File: config.mk
export PLATFORM = sky130hd
export DESIGN_NAME = l1agg_top
export DESIGN_NICKNAME = d
export VERILOG_FILES = /design/src/rtl/l1agg_pkg.sv /design/src/rtl/l1agg_decode.sv /design/src/rtl/l1agg_cpu_bank.sv /design/src/rtl/l1agg_top.sv
export SDC_FILE = /design/constraint.sdc
export NUM_CORES = 1
export LEC_CHECK = 0
export ABC_AREA = 1
export BUFFER_PORTS_ARGS = -buffer_cell sky130_fd_sc_hd__buf_2
export CAP_MARGIN = 20
export CORE_ASPECT_RATIO = 0.5
export CORE_UTILIZATION = 26
export DETAILED_ROUTE_END_ITERATION = 10
export PLACE_DENSITY = 0.47
export SYNTH_ARGS = -nofsm -noshare
export SYNTH_HDL_FRONTEND = slang
export SYNTH_HIERARCHICAL = 1
export SYNTH_SLANG_ARGS = --single-unit
File: constraint.sdc
create_clock -name clk -period 12.55 [get_ports clk]
set_clock_uncertainty 0.05 [all_clocks]
set_input_delay 1.8825 -clock clk [delete_from_list [all_inputs] [get_ports clk]]
set_output_delay 1.8825 -clock clk [all_outputs]
set_load 0.01 [all_outputs]
File: src/rtl/l1agg_pkg.sv
package l1agg_pkg;

  localparam int DATA_W       = 32;
  localparam int WORD_FIELD_W = 3;
  localparam int KIND_LSB     = 3;
  localparam int CPU_LSB      = 5;

  typedef enum logic [1:0] {
    REG_PEND   = 2'd0,
    REG_MASKED = 2'd1,
    REG_MSET   = 2'd2,
    REG_MCLR   = 2'd3
  } reg_kind_e;

endpackage

File: src/rtl/l1agg_decode.sv
module l1agg_decode
  import l1agg_pkg::*;
#(
  parameter int NUM_CPU = 2,
  parameter int WORDS   = 2,
  parameter int CPU_W   = 1,
  parameter int ADDR_W  = CPU_LSB + CPU_W
) (
  input  logic [ADDR_W-1:0]       addr,
  input  logic                    we,
  output logic [NUM_CPU-1:0]      cpu_sel,
  output logic [WORD_FIELD_W-1:0] word_idx,
  output reg_kind_e               kind,
  output logic                    valid,
  output logic                    wr_set,
  output logic                    wr_clr
);

  logic [CPU_W-1:0] cpu_field;
  logic             word_ok;
  logic             cpu_ok;

  always_comb begin
    word_idx  = addr[WORD_FIELD_W-1:0];
    kind      = reg_kind_e'(addr[KIND_LSB +: 2]);
    cpu_field = addr[CPU_LSB +: CPU_W];
    word_ok   = ({29'd0, word_idx} < WORDS);
    cpu_ok    = ({{(32-CPU_W){1'b0}}, cpu_field} < NUM_CPU);
    valid     = word_ok && cpu_ok;
    wr_set    = valid && we && (kind == REG_MSET);
    wr_clr    = valid && we && (kind == REG_MCLR);
  end

  for (genvar c = 0; c < NUM_CPU; c++) begin : g_sel
    assign cpu_sel[c] = valid && (cpu_field == CPU_W'(c));
  end


  sel_onehot_chk: assert final (!valid -> (cpu_sel == '0));

endmodule

File: src/rtl/l1agg_cpu_bank.sv
module l1agg_cpu_bank
  import l1agg_pkg::*;
#(
  parameter int NUM_IRQ = 64,
  parameter int WORDS   = NUM_IRQ / DATA_W
) (
  input  logic                    clk,
  input  logic                    rst_n,
  input  logic [NUM_IRQ-1:0]      irq_in,
  input  logic                    sel,
  input  logic                    wr_set,
  input  logic                    wr_clr,
  input  logic [WORD_FIELD_W-1:0] word_idx,
  input  reg_kind_e               kind,
  input  logic [DATA_W-1:0]       wdata,
  output logic [DATA_W-1:0]       rd_word,
  output logic                    irq_out
);

  logic [NUM_IRQ-1:0] mask_q, mask_d;
  logic [NUM_IRQ-1:0] set_vec, clr_vec, pend;
  logic               mask_en;
  logic               irq_q, irq_d;

  for (genvar w = 0; w < WORDS; w++) begin : g_word
    assign set_vec[w*DATA_W +: DATA_W] =
      (sel && wr_set && (word_idx == WORD_FIELD_W'(w))) ? wdata : '0;
    assign clr_vec[w*DATA_W +: DATA_W] =
      (sel && wr_clr && (word_idx == WORD_FIELD_W'(w))) ? wdata : '0;
  end

  // next state: a set has priority over a clear of the same bit
  always_comb begin
    pend    = irq_in & ~mask_q;
    mask_en = sel && (wr_set || wr_clr);
    mask_d  = (mask_q & ~clr_vec) | set_vec;
    irq_d   = |pend;
  end

  always_ff @(posedge clk or negedge rst_n) begin
    if (!rst_n) begin
      mask_q <= '1;
    end else if (mask_en) begin
      mask_q <= mask_d;
    end
  end

  always_ff @(posedge clk or negedge rst_n) begin
    if (!rst_n) begin
      irq_q <= 1'b0;
    end else begin
      irq_q <= irq_d;
    end
  end

  assign irq_out = irq_q;

  always_comb begin
    rd_word = '0;
    for (int w = 0; w < WORDS; w++) begin
      if (word_idx == WORD_FIELD_W'(w)) begin
        case (kind)
          REG_PEND:   rd_word = pend[w*DATA_W +: DATA_W];
          REG_MASKED: rd_word = mask_q[w*DATA_W +: DATA_W];
          default:    rd_word = '0;
        endcase
      end
    end
  end


  mask_set_chk: assert property (@(posedge clk) disable iff (!rst_n)
    (|set_vec) |=> ((mask_q & $past(set_vec)) == $past(set_vec)));


  mask_clr_chk: assert property (@(posedge clk) disable iff (!rst_n)
    (|(clr_vec & ~set_vec)) |=> ((mask_q & $past(clr_vec & ~set_vec)) == '0));


  mask_hold_chk: assert property (@(posedge clk) disable iff (!rst_n)
    !(sel && (wr_set || wr_clr)) |=> (mask_q == $past(mask_q)));


  irq_rise_chk: assert property (@(posedge clk) disable iff (!rst_n)
    ((irq_in & ~mask_q) != '0) |=> irq_out);


  irq_fall_chk: assert property (@(posedge clk) disable iff (!rst_n)
    ((irq_in & ~mask_q) == '0) |=> !irq_out);

endmodule

File: src/rtl/l1agg_top.sv
module l1agg_top
  import l1agg_pkg::*;
#(
  parameter int NUM_IRQ = 64,
  parameter int NUM_CPU = 2,
  parameter int CPU_W   = (NUM_CPU > 1) ? $clog2(NUM_CPU) : 1,
  parameter int ADDR_W  = CPU_LSB + CPU_W
) (
  input  logic                clk,
  input  logic                rst_n,
  input  logic [NUM_IRQ-1:0]  irq_in,
  input  logic [ADDR_W-1:0]   bus_addr,
  input  logic                bus_we,
  input  logic [DATA_W-1:0]   bus_wdata,
  output logic [DATA_W-1:0]   bus_rdata,
  output logic [NUM_CPU-1:0]  cpu_irq
);

  localparam int WORDS = NUM_IRQ / DATA_W;

  logic [1:0]              rst_pipe;
  logic                    rst_core_n;
  logic [NUM_CPU-1:0]      cpu_sel;
  logic [WORD_FIELD_W-1:0] word_idx;
  reg_kind_e               kind;
  logic                    valid, wr_set, wr_clr;
  logic [DATA_W-1:0]       bank_rd [NUM_CPU];
  logic [DATA_W-1:0]       rdata_d, rdata_q;

  // asynchronous assertion, synchronous release
  always_ff @(posedge clk or negedge rst_n) begin
    if (!rst_n) begin
      rst_pipe <= 2'b00;
    end else begin
      rst_pipe <= {rst_pipe[0], 1'b1};
    end
  end
  assign rst_core_n = rst_pipe[1];

  l1agg_decode #(
    .NUM_CPU (NUM_CPU),
    .WORDS   (WORDS),
    .CPU_W   (CPU_W),
    .ADDR_W  (ADDR_W)
  ) i_decode (
    .addr     (bus_addr),
    .we       (bus_we),
    .cpu_sel  (cpu_sel),
    .word_idx (word_idx),
    .kind     (kind),
    .valid    (valid),
    .wr_set   (wr_set),
    .wr_clr   (wr_clr)
  );

  for (genvar c = 0; c < NUM_CPU; c++) begin : g_cpu
    l1agg_cpu_bank #(
      .NUM_IRQ (NUM_IRQ),
      .WORDS   (WORDS)
    ) i_bank (
      .clk      (clk),
      .rst_n    (rst_core_n),
      .irq_in   (irq_in),
      .sel      (cpu_sel[c]),
      .wr_set   (wr_set),
      .wr_clr   (wr_clr),
      .word_idx (word_idx),
      .kind     (kind),
      .wdata    (bus_wdata),
      .rd_word  (bank_rd[c]),
      .irq_out  (cpu_irq[c])
    );
  end

  always_comb begin
    rdata_d = '0;
    for (int c = 0; c < NUM_CPU; c++) begin
      if (cpu_sel[c]) rdata_d = rdata_d | bank_rd[c];
    end
  end

  always_ff @(posedge clk or negedge rst_core_n) begin
    if (!rst_core_n) begin
      rdata_q <= '0;
    end else begin
      rdata_q <= rdata_d;
    end
  end

  assign bus_rdata = rdata_q;


  wo_read_zero_chk: assert property (@(posedge clk) disable iff (!rst_core_n)
    ((kind == REG_MSET) || (kind == REG_MCLR)) |=> (bus_rdata == '0));


  unmapped_read_zero_chk: assert property (@(posedge clk) disable iff (!rst_core_n)
    !valid |=> (bus_rdata == '0));


  one_bank_write_chk: assert property (@(posedge clk) disable iff (!rst_core_n)
    $onehot0(cpu_sel));

endmodule

# ---- After elaboration in Yosys (flattened, before gate mapping)
# Cells that the tools add are included.
# Widths: inputs -> output; s select.
dict set report totals {
  inputBits 105
  output_inout_bits 34
  ff_bits 164
}
dict set report op_classes {
  order_cmp 1
  n_eq_ne 4
  bitwise 12
  muxes 18
  n_reduce_logical 24
}
# op n
set ops {}
lappend ops {{$mux 32} 14}
lappend ops {{$and 64x64->64} 4}
lappend ops {{$not 64->64} 4}
lappend ops {{$pmux 32 s2} 4}
lappend ops {{$or 64x64->64} 2}
lappend ops {{$reduce_or 64->1} 2}
lappend ops {{$or 32x32->32} 1}
lappend ops {{$logic_and 1x1->1} 19}
lappend ops {{$eq 2x2->1 const B} 2}
lappend ops {{$eq 3x1->1 const B} 1}
lappend ops {{$logic_not 3->1} 1}
lappend ops {{$lt 3x2->1 const B} 1}
lappend ops {{$eq 2x1->1 const B} 1}
lappend ops {{$logic_not 2->1} 1}
lappend ops {{$logic_or 1x1->1} 1}
lappend ops {{$not 1->1} 1}

# ---- Longest topological paths before layout
dict set report depth {
  word_depth 9
  depth_mapped 10
}

# ---- By module
# The synthesis kept the hierarchy.
# mod seq_area_each_um2 n_inst cells_each area_each_um2
set by_module_without_submodules {}
lappend by_module_without_submodules {l1agg_cpu_bank 1706.6 2 615 4186.5}
lappend by_module_without_submodules {l1agg_top 850.8 1 137 1282.5}
lappend by_module_without_submodules {l1agg_decode 0.0 1 16 81.3}

# ---- Least setup slack after synthesis
# Ideal clock, no wire load.
dict set report synth_path {
  path_type {input -> register}
  startpoint {input port bus_addr[2]}
  endpoint {register g_cpu[0].i_bank.mask_q[32]}
  path_buffers 1
  t_arrival_ps 3024
  cell_stages 9
  slack_ps 9388
  path_cell_list {nor2_2 -> inv_1 -> nor2_1 -> nand2_1 -> inv_1 -> nand2_1 -> clkbuf_1 -> o21ai_0 -> o21ai_0}
}
# item line
set synth_rtl {}
lappend synth_rtl {{start: declaration} l1agg_top.sv:12} ;# input logic [ADDR_W-1:0] bus_addr,
lappend synth_rtl {{$lt 3x2->1 *} l1agg_decode.sv:27} ;# word_ok = ({29'd0, word_idx} < WORDS);
lappend synth_rtl {{$logic_and 1x1->1 *} l1agg_decode.sv:35} ;# assign cpu_sel[c] = valid && (cpu_field == CPU_W'(c));
lappend synth_rtl {{named net cpu_sel[0]} l1agg_top.sv:23} ;# logic [NUM_CPU-1:0] cpu_sel;
lappend synth_rtl {{$logic_and 1x1->1 (2 in a row)} l1agg_cpu_bank.sv:29} ;# (sel && wr_clr && (word_idx == WORD_FIELD_W'(w))) ? wdata : '0;
lappend synth_rtl {{$mux 32} l1agg_cpu_bank.sv:29}
lappend synth_rtl {{$not 64->64} l1agg_cpu_bank.sv:36} ;# mask_d = (mask_q & ~clr_vec) | set_vec;
lappend synth_rtl {{$and 64x64->64} l1agg_cpu_bank.sv:36}
lappend synth_rtl {{$or 64x64->64} l1agg_cpu_bank.sv:36}
lappend synth_rtl {{end signal: assignment} l1agg_cpu_bank.sv:44} ;# mask_q <= mask_d;
lappend synth_rtl {{end: declaration} l1agg_cpu_bank.sv:20} ;# logic [NUM_IRQ-1:0] mask_q, mask_d;
# The timed path passes the listed nets; every way through them passes the cells marked *.
# A chain may end at the register's enable or synchronous reset.

# ---- Final worst setup path
dict set report layout_path {
  startpoint {input port bus_addr[2]}
  endpoint {register g_cpu[0].i_bank.mask_q[1]}
}
# item line
set layout_rtl {}
lappend layout_rtl {{$lt 3x2->1 *} l1agg_decode.sv:27}
lappend layout_rtl {{named net valid} l1agg_top.sv:26} ;# logic valid, wr_set, wr_clr;
lappend layout_rtl {{$logic_and 1x1->1 *} l1agg_decode.sv:35}
lappend layout_rtl {{named net cpu_sel[0]} l1agg_top.sv:23}
lappend layout_rtl {{$logic_and 1x1->1 (2 in a row)} l1agg_cpu_bank.sv:29}
lappend layout_rtl {{$mux 32} l1agg_cpu_bank.sv:29}
lappend layout_rtl {{$not 64->64} l1agg_cpu_bank.sv:36}
lappend layout_rtl {{$and 64x64->64} l1agg_cpu_bank.sv:36}
lappend layout_rtl {{$or 64x64->64} l1agg_cpu_bank.sv:36}
# Marks and branches as above.

==> results.sh <==
export IMPL_outcome="finished, final reports clean"
export IMPL_first_pass_iters=5
export IMPL_portBuffers=138
export IMPL_net_count_final=1585
export IMPL_clock_tree_htree_level_count=4
export IMPL_die_area_um2=38300
export IMPL_synth_top_area_cell="sky130_fd_sc_hd__dfstp_2"
export IMPL_n_fill_cell=3973
export IMPL_timing_critical_path_arrival_ns=4.34
export IMPL_criticalPathCategory="in -> reg"
export IMPL_grt_max_degree=67
export IMPL_hold_viol=0
export IMPL_number_of_buffers_on_the_longest_clock_path=2
export IMPL_post_cts_repair_setup_buffers=0
export IMPL_initial_antenna_violation_count=1
export IMPL_cp_start_kind="input pin"
export IMPL_clk_insertion_delay_late_ns=0.45
export IMPL_critical_path_top_delay_family="simple AND/OR/NAND/NOR gates"
export IMPL_ys_warnings_count=6
export IMPL_postSynthCellCount=1383
export IMPL_drc_errors=0
export IMPL_place_gp_congestion=0.784
export IMPL_peakVddDrop_v=0.0000867
export IMPL_num_antenna_cells=0
export IMPL_grt_overflow=0
export IMPL_syn_to_final_growth_pct=17.2
export IMPL_first_iter_violations=576
export IMPL_fp_row_count=49
export IMPL_multi_input_area_um2=4210
export IMPL_clk_pin_slew_worst_paths_ns=0.06
export IMPL_critical_path_required_ns=12.84
export IMPL_finalSetupViolations=0
export IMPL_maxCapViolations=0
export IMPL_final_setup_worst_slack_ns=8.49
export IMPL_synth_compound_gate_area_share_pct=23.8
export IMPL_sequential_to_total_area_share_from_yosys_stat_pct=43.8
export IMPL_synth_top_family_by_area="compound AO/OA/AOI/OAI gates"
export IMPL_post_synth_instance_area_um2=9740
export IMPL_post_route_period_util_pct=32.3
export IMPL_arithmetic_cell_share_of_the_synthesized_area_counting_full_adders_half_adders_and_majority_gates_pct=0
export IMPL_grt_first_pass_wirelength_mm=50.4
export IMPL_slowest_cp_cell="sky130_fd_sc_hd__nor2_4"
export IMPL_muxShareOfSynthArea_pct=0
export IMPL_number_of_buffers_created_by_cts=17
export IMPL_num_io_pins=139
export IMPL_postCtsResizedCells=0
export IMPL_post_drt_wl_per_cell_um=16.8
export IMPL_dp_worst_setup_slack_ns=8.04
export IMPL_synth_edff_count=0
export IMPL_cts_tree="built"
export IMPL_regToRegSetupSlack_ns=10.76
export IMPL_maxSlewHeadroom_pct=30.1
export IMPL_synth_area_leaders="sky130_fd_sc_hd__dfstp_2, sky130_fd_sc_hd__nand2_1, sky130_fd_sc_hd__o21ai_0, sky130_fd_sc_hd__dfrtp_1, sky130_fd_sc_hd__inv_1"
export IMPL_ant_nets=0
export IMPL_final_period_minus_worst_setup_slack_ns=4.06
export IMPL_fraction_of_layout_instances_using_a_drive_strength_above_1_pct=22.0
export IMPL_core_area_um2=36400
export IMPL_drv_slew=0
export IMPL_synth_simple_gate_area_share_pct=19.0
export IMPL_wl_mm=33.2
export IMPL_grtUsageTotal_pct=17.5
export IMPL_mappedNetlistNets=1488
export IMPL_p_leak_nw=5.04
export IMPL_critPathCaptureType="flip-flop"
export IMPL_share_of_the_synthesized_area_in_the_top_cell_type_pct=34.5
export IMPL_synthFlopType="sky130_fd_sc_hd__dfstp_2"
export IMPL_clock_sinks=164
export IMPL_ys_ff_latch=164
export IMPL_cpPeakStageDelay_ns=0.80
export IMPL_drt_vias_per_instance=4.66
export IMPL_setup_tns_final_ns=0
export IMPL_post_dp_hpwl_mm=21.0
export IMPL_power_density_cell_area_nw_per_um2=113
export IMPL_final_seq_area_um2=4270
export IMPL_num_vias=9203
export IMPL_clockRootBuffer="sky130_fd_sc_hd__clkbuf_16"
export IMPL_timing_worst_slew_pin_value_ns=1.05
export IMPL_post_synth_xor_area_fraction_pct=0
export IMPL_critical_path_cell_chain="buf_2 -> nor2_2 -> inv_1 -> nor2_4 -> nand2_1 -> inv_1 -> nand2_2 -> o21ai_0 -> o21ai_0"
export IMPL_postSynth_asyncResetShare_pct=100
export IMPL_min_path_type="reg -> reg"
export IMPL_synth_common_cells="sky130_fd_sc_hd__nand2_1, sky130_fd_sc_hd__inv_1, sky130_fd_sc_hd__o21ai_0, sky130_fd_sc_hd__nor2_1, sky130_fd_sc_hd__dfstp_2"
export IMPL_synth_avg_cell_area_um2=7.04
export IMPL_die_h_um=139
export IMPL_timing_critical_path_buf_inv=3
export IMPL_holdBufCountCts=0
export IMPL_post_synth_top_count_cell="sky130_fd_sc_hd__nand2_1"
export IMPL_initial_utilization_pct=26.7
export IMPL_grt_setup_unrepaired="false"
export IMPL_post_synth_num_cell_types=22
export IMPL_worstPathMaxFanout=34
export IMPL_clock_fmax_mhz=246
export IMPL_via_count_of_the_first_global_routing_pass=8740
export IMPL_die_w_um=276
-- cell usage in the layout (no fill, tap or decap), types with 5 or more instances in the layout --
master and instances:
sky130_fd_sc_hd__bufinv_16 6, sky130_fd_sc_hd__o21ai_0 196, sky130_fd_sc_hd__inv_1 231, sky130_fd_sc_hd__nand2_1 290, sky130_fd_sc_hd__o22ai_1 64, sky130_fd_sc_hd__a21oi_1 118, sky130_fd_sc_hd__buf_2 138, sky130_fd_sc_hd__nand2_2 5
sky130_fd_sc_hd__nor2_1 140, sky130_fd_sc_hd__dfstp_2 128, sky130_fd_sc_hd__clkbuf_16 17, sky130_fd_sc_hd__nand4_1 20, sky130_fd_sc_hd__o21ai_1 70, sky130_fd_sc_hd__buf_4 11, sky130_fd_sc_hd__dfrtp_1 35
-- cell type report --
cell class,count,share of cell area [%]
Tap cell,484,5.30
Multi-Input combinational cell,915,36.9
Clock buffer,19,3.97
Inverter,233,7.66
Sequential cell,164,37.4
Timing Repair Buffer,149,6.77
Clock inverter,13,2.01
-- per-stage QoR --
| step | std cells | hold WS, ns | total power, mW | utilization [%] | instance area [um2] |
|---|---|---|---|---|---|
| floorplan | 1383 | 0.281 | 0.638 | - | 9740 |
| global placement | 1945 | 0.286 | 0.687 | 29.5 | 10700 |
| detailed placement | 1945 | 0.296 | 0.687 | 29.5 | 10700 |
| CTS | 1977 | 0.311 | 1.30 | 31.3 | 11400 |
| global route | 1977 | 0.315 | 1.34 | 31.3 | 11400 |
| finish | 1977 | 0.312 | 1.29 | 31.3 | 11400 |
-- sequential cells by signal, indices dropped and copies added (netlist names) --
name and flops:
g_cpu.i_bank/mask_q 128, bus_rdata 32, g_cpu.i_bank/irq_out 2, rst_pipe 2
-- power by group --
part	internal (mW)	switching [mW]	total, mW	leakage (nW)
sequential	0.542	0.00926	0.552	1.81
combinational	0.0382	0.0888	0.127	2.92
clock	0.383	0.224	0.607	0.321
total	0.964	0.322	1.29	5.04
-- metal layers --
metal  global-route usage [%]  routed length, um  part of all wire [%]  vias to the layer above
li1                         -                  -                     -                     4664
met2                     29.5              16100                    49                      215
met4                     6.16                710                   2.1                        2
met3                     3.03               1570                   4.7                       46
met1                     22.4              14700                    44                     4276
met5                        0                 17                 0.051                        -
-- cell families (layout without fill, tap and decap cells) --
family                 after synthesis  after routing
other                                1              1
buffers and inverters              304            414
DFF                                164            164
and+or+nand+nor                    466            466
AOI/OAI and AO/OA                  448            448
-- path summary, 6_finish.rpt --
check / startpoint / to / cells past startpoint
max reg2reg: rst_pipe[1] / bus_rdata[27] / 1
max: bus_addr[2] / g_cpu[0].i_bank/mask_q[1] / 9
max in group asynchronous: rst_pipe[1] / bus_rdata[27] / 1
min in group asynchronous: rst_pipe[1] / bus_rdata[4] / 0
min: rst_pipe[0] / rst_pipe[1] / 0
min reg2reg: rst_pipe[0] / rst_pipe[1] / 0
(Power assumes the default switching activity.)
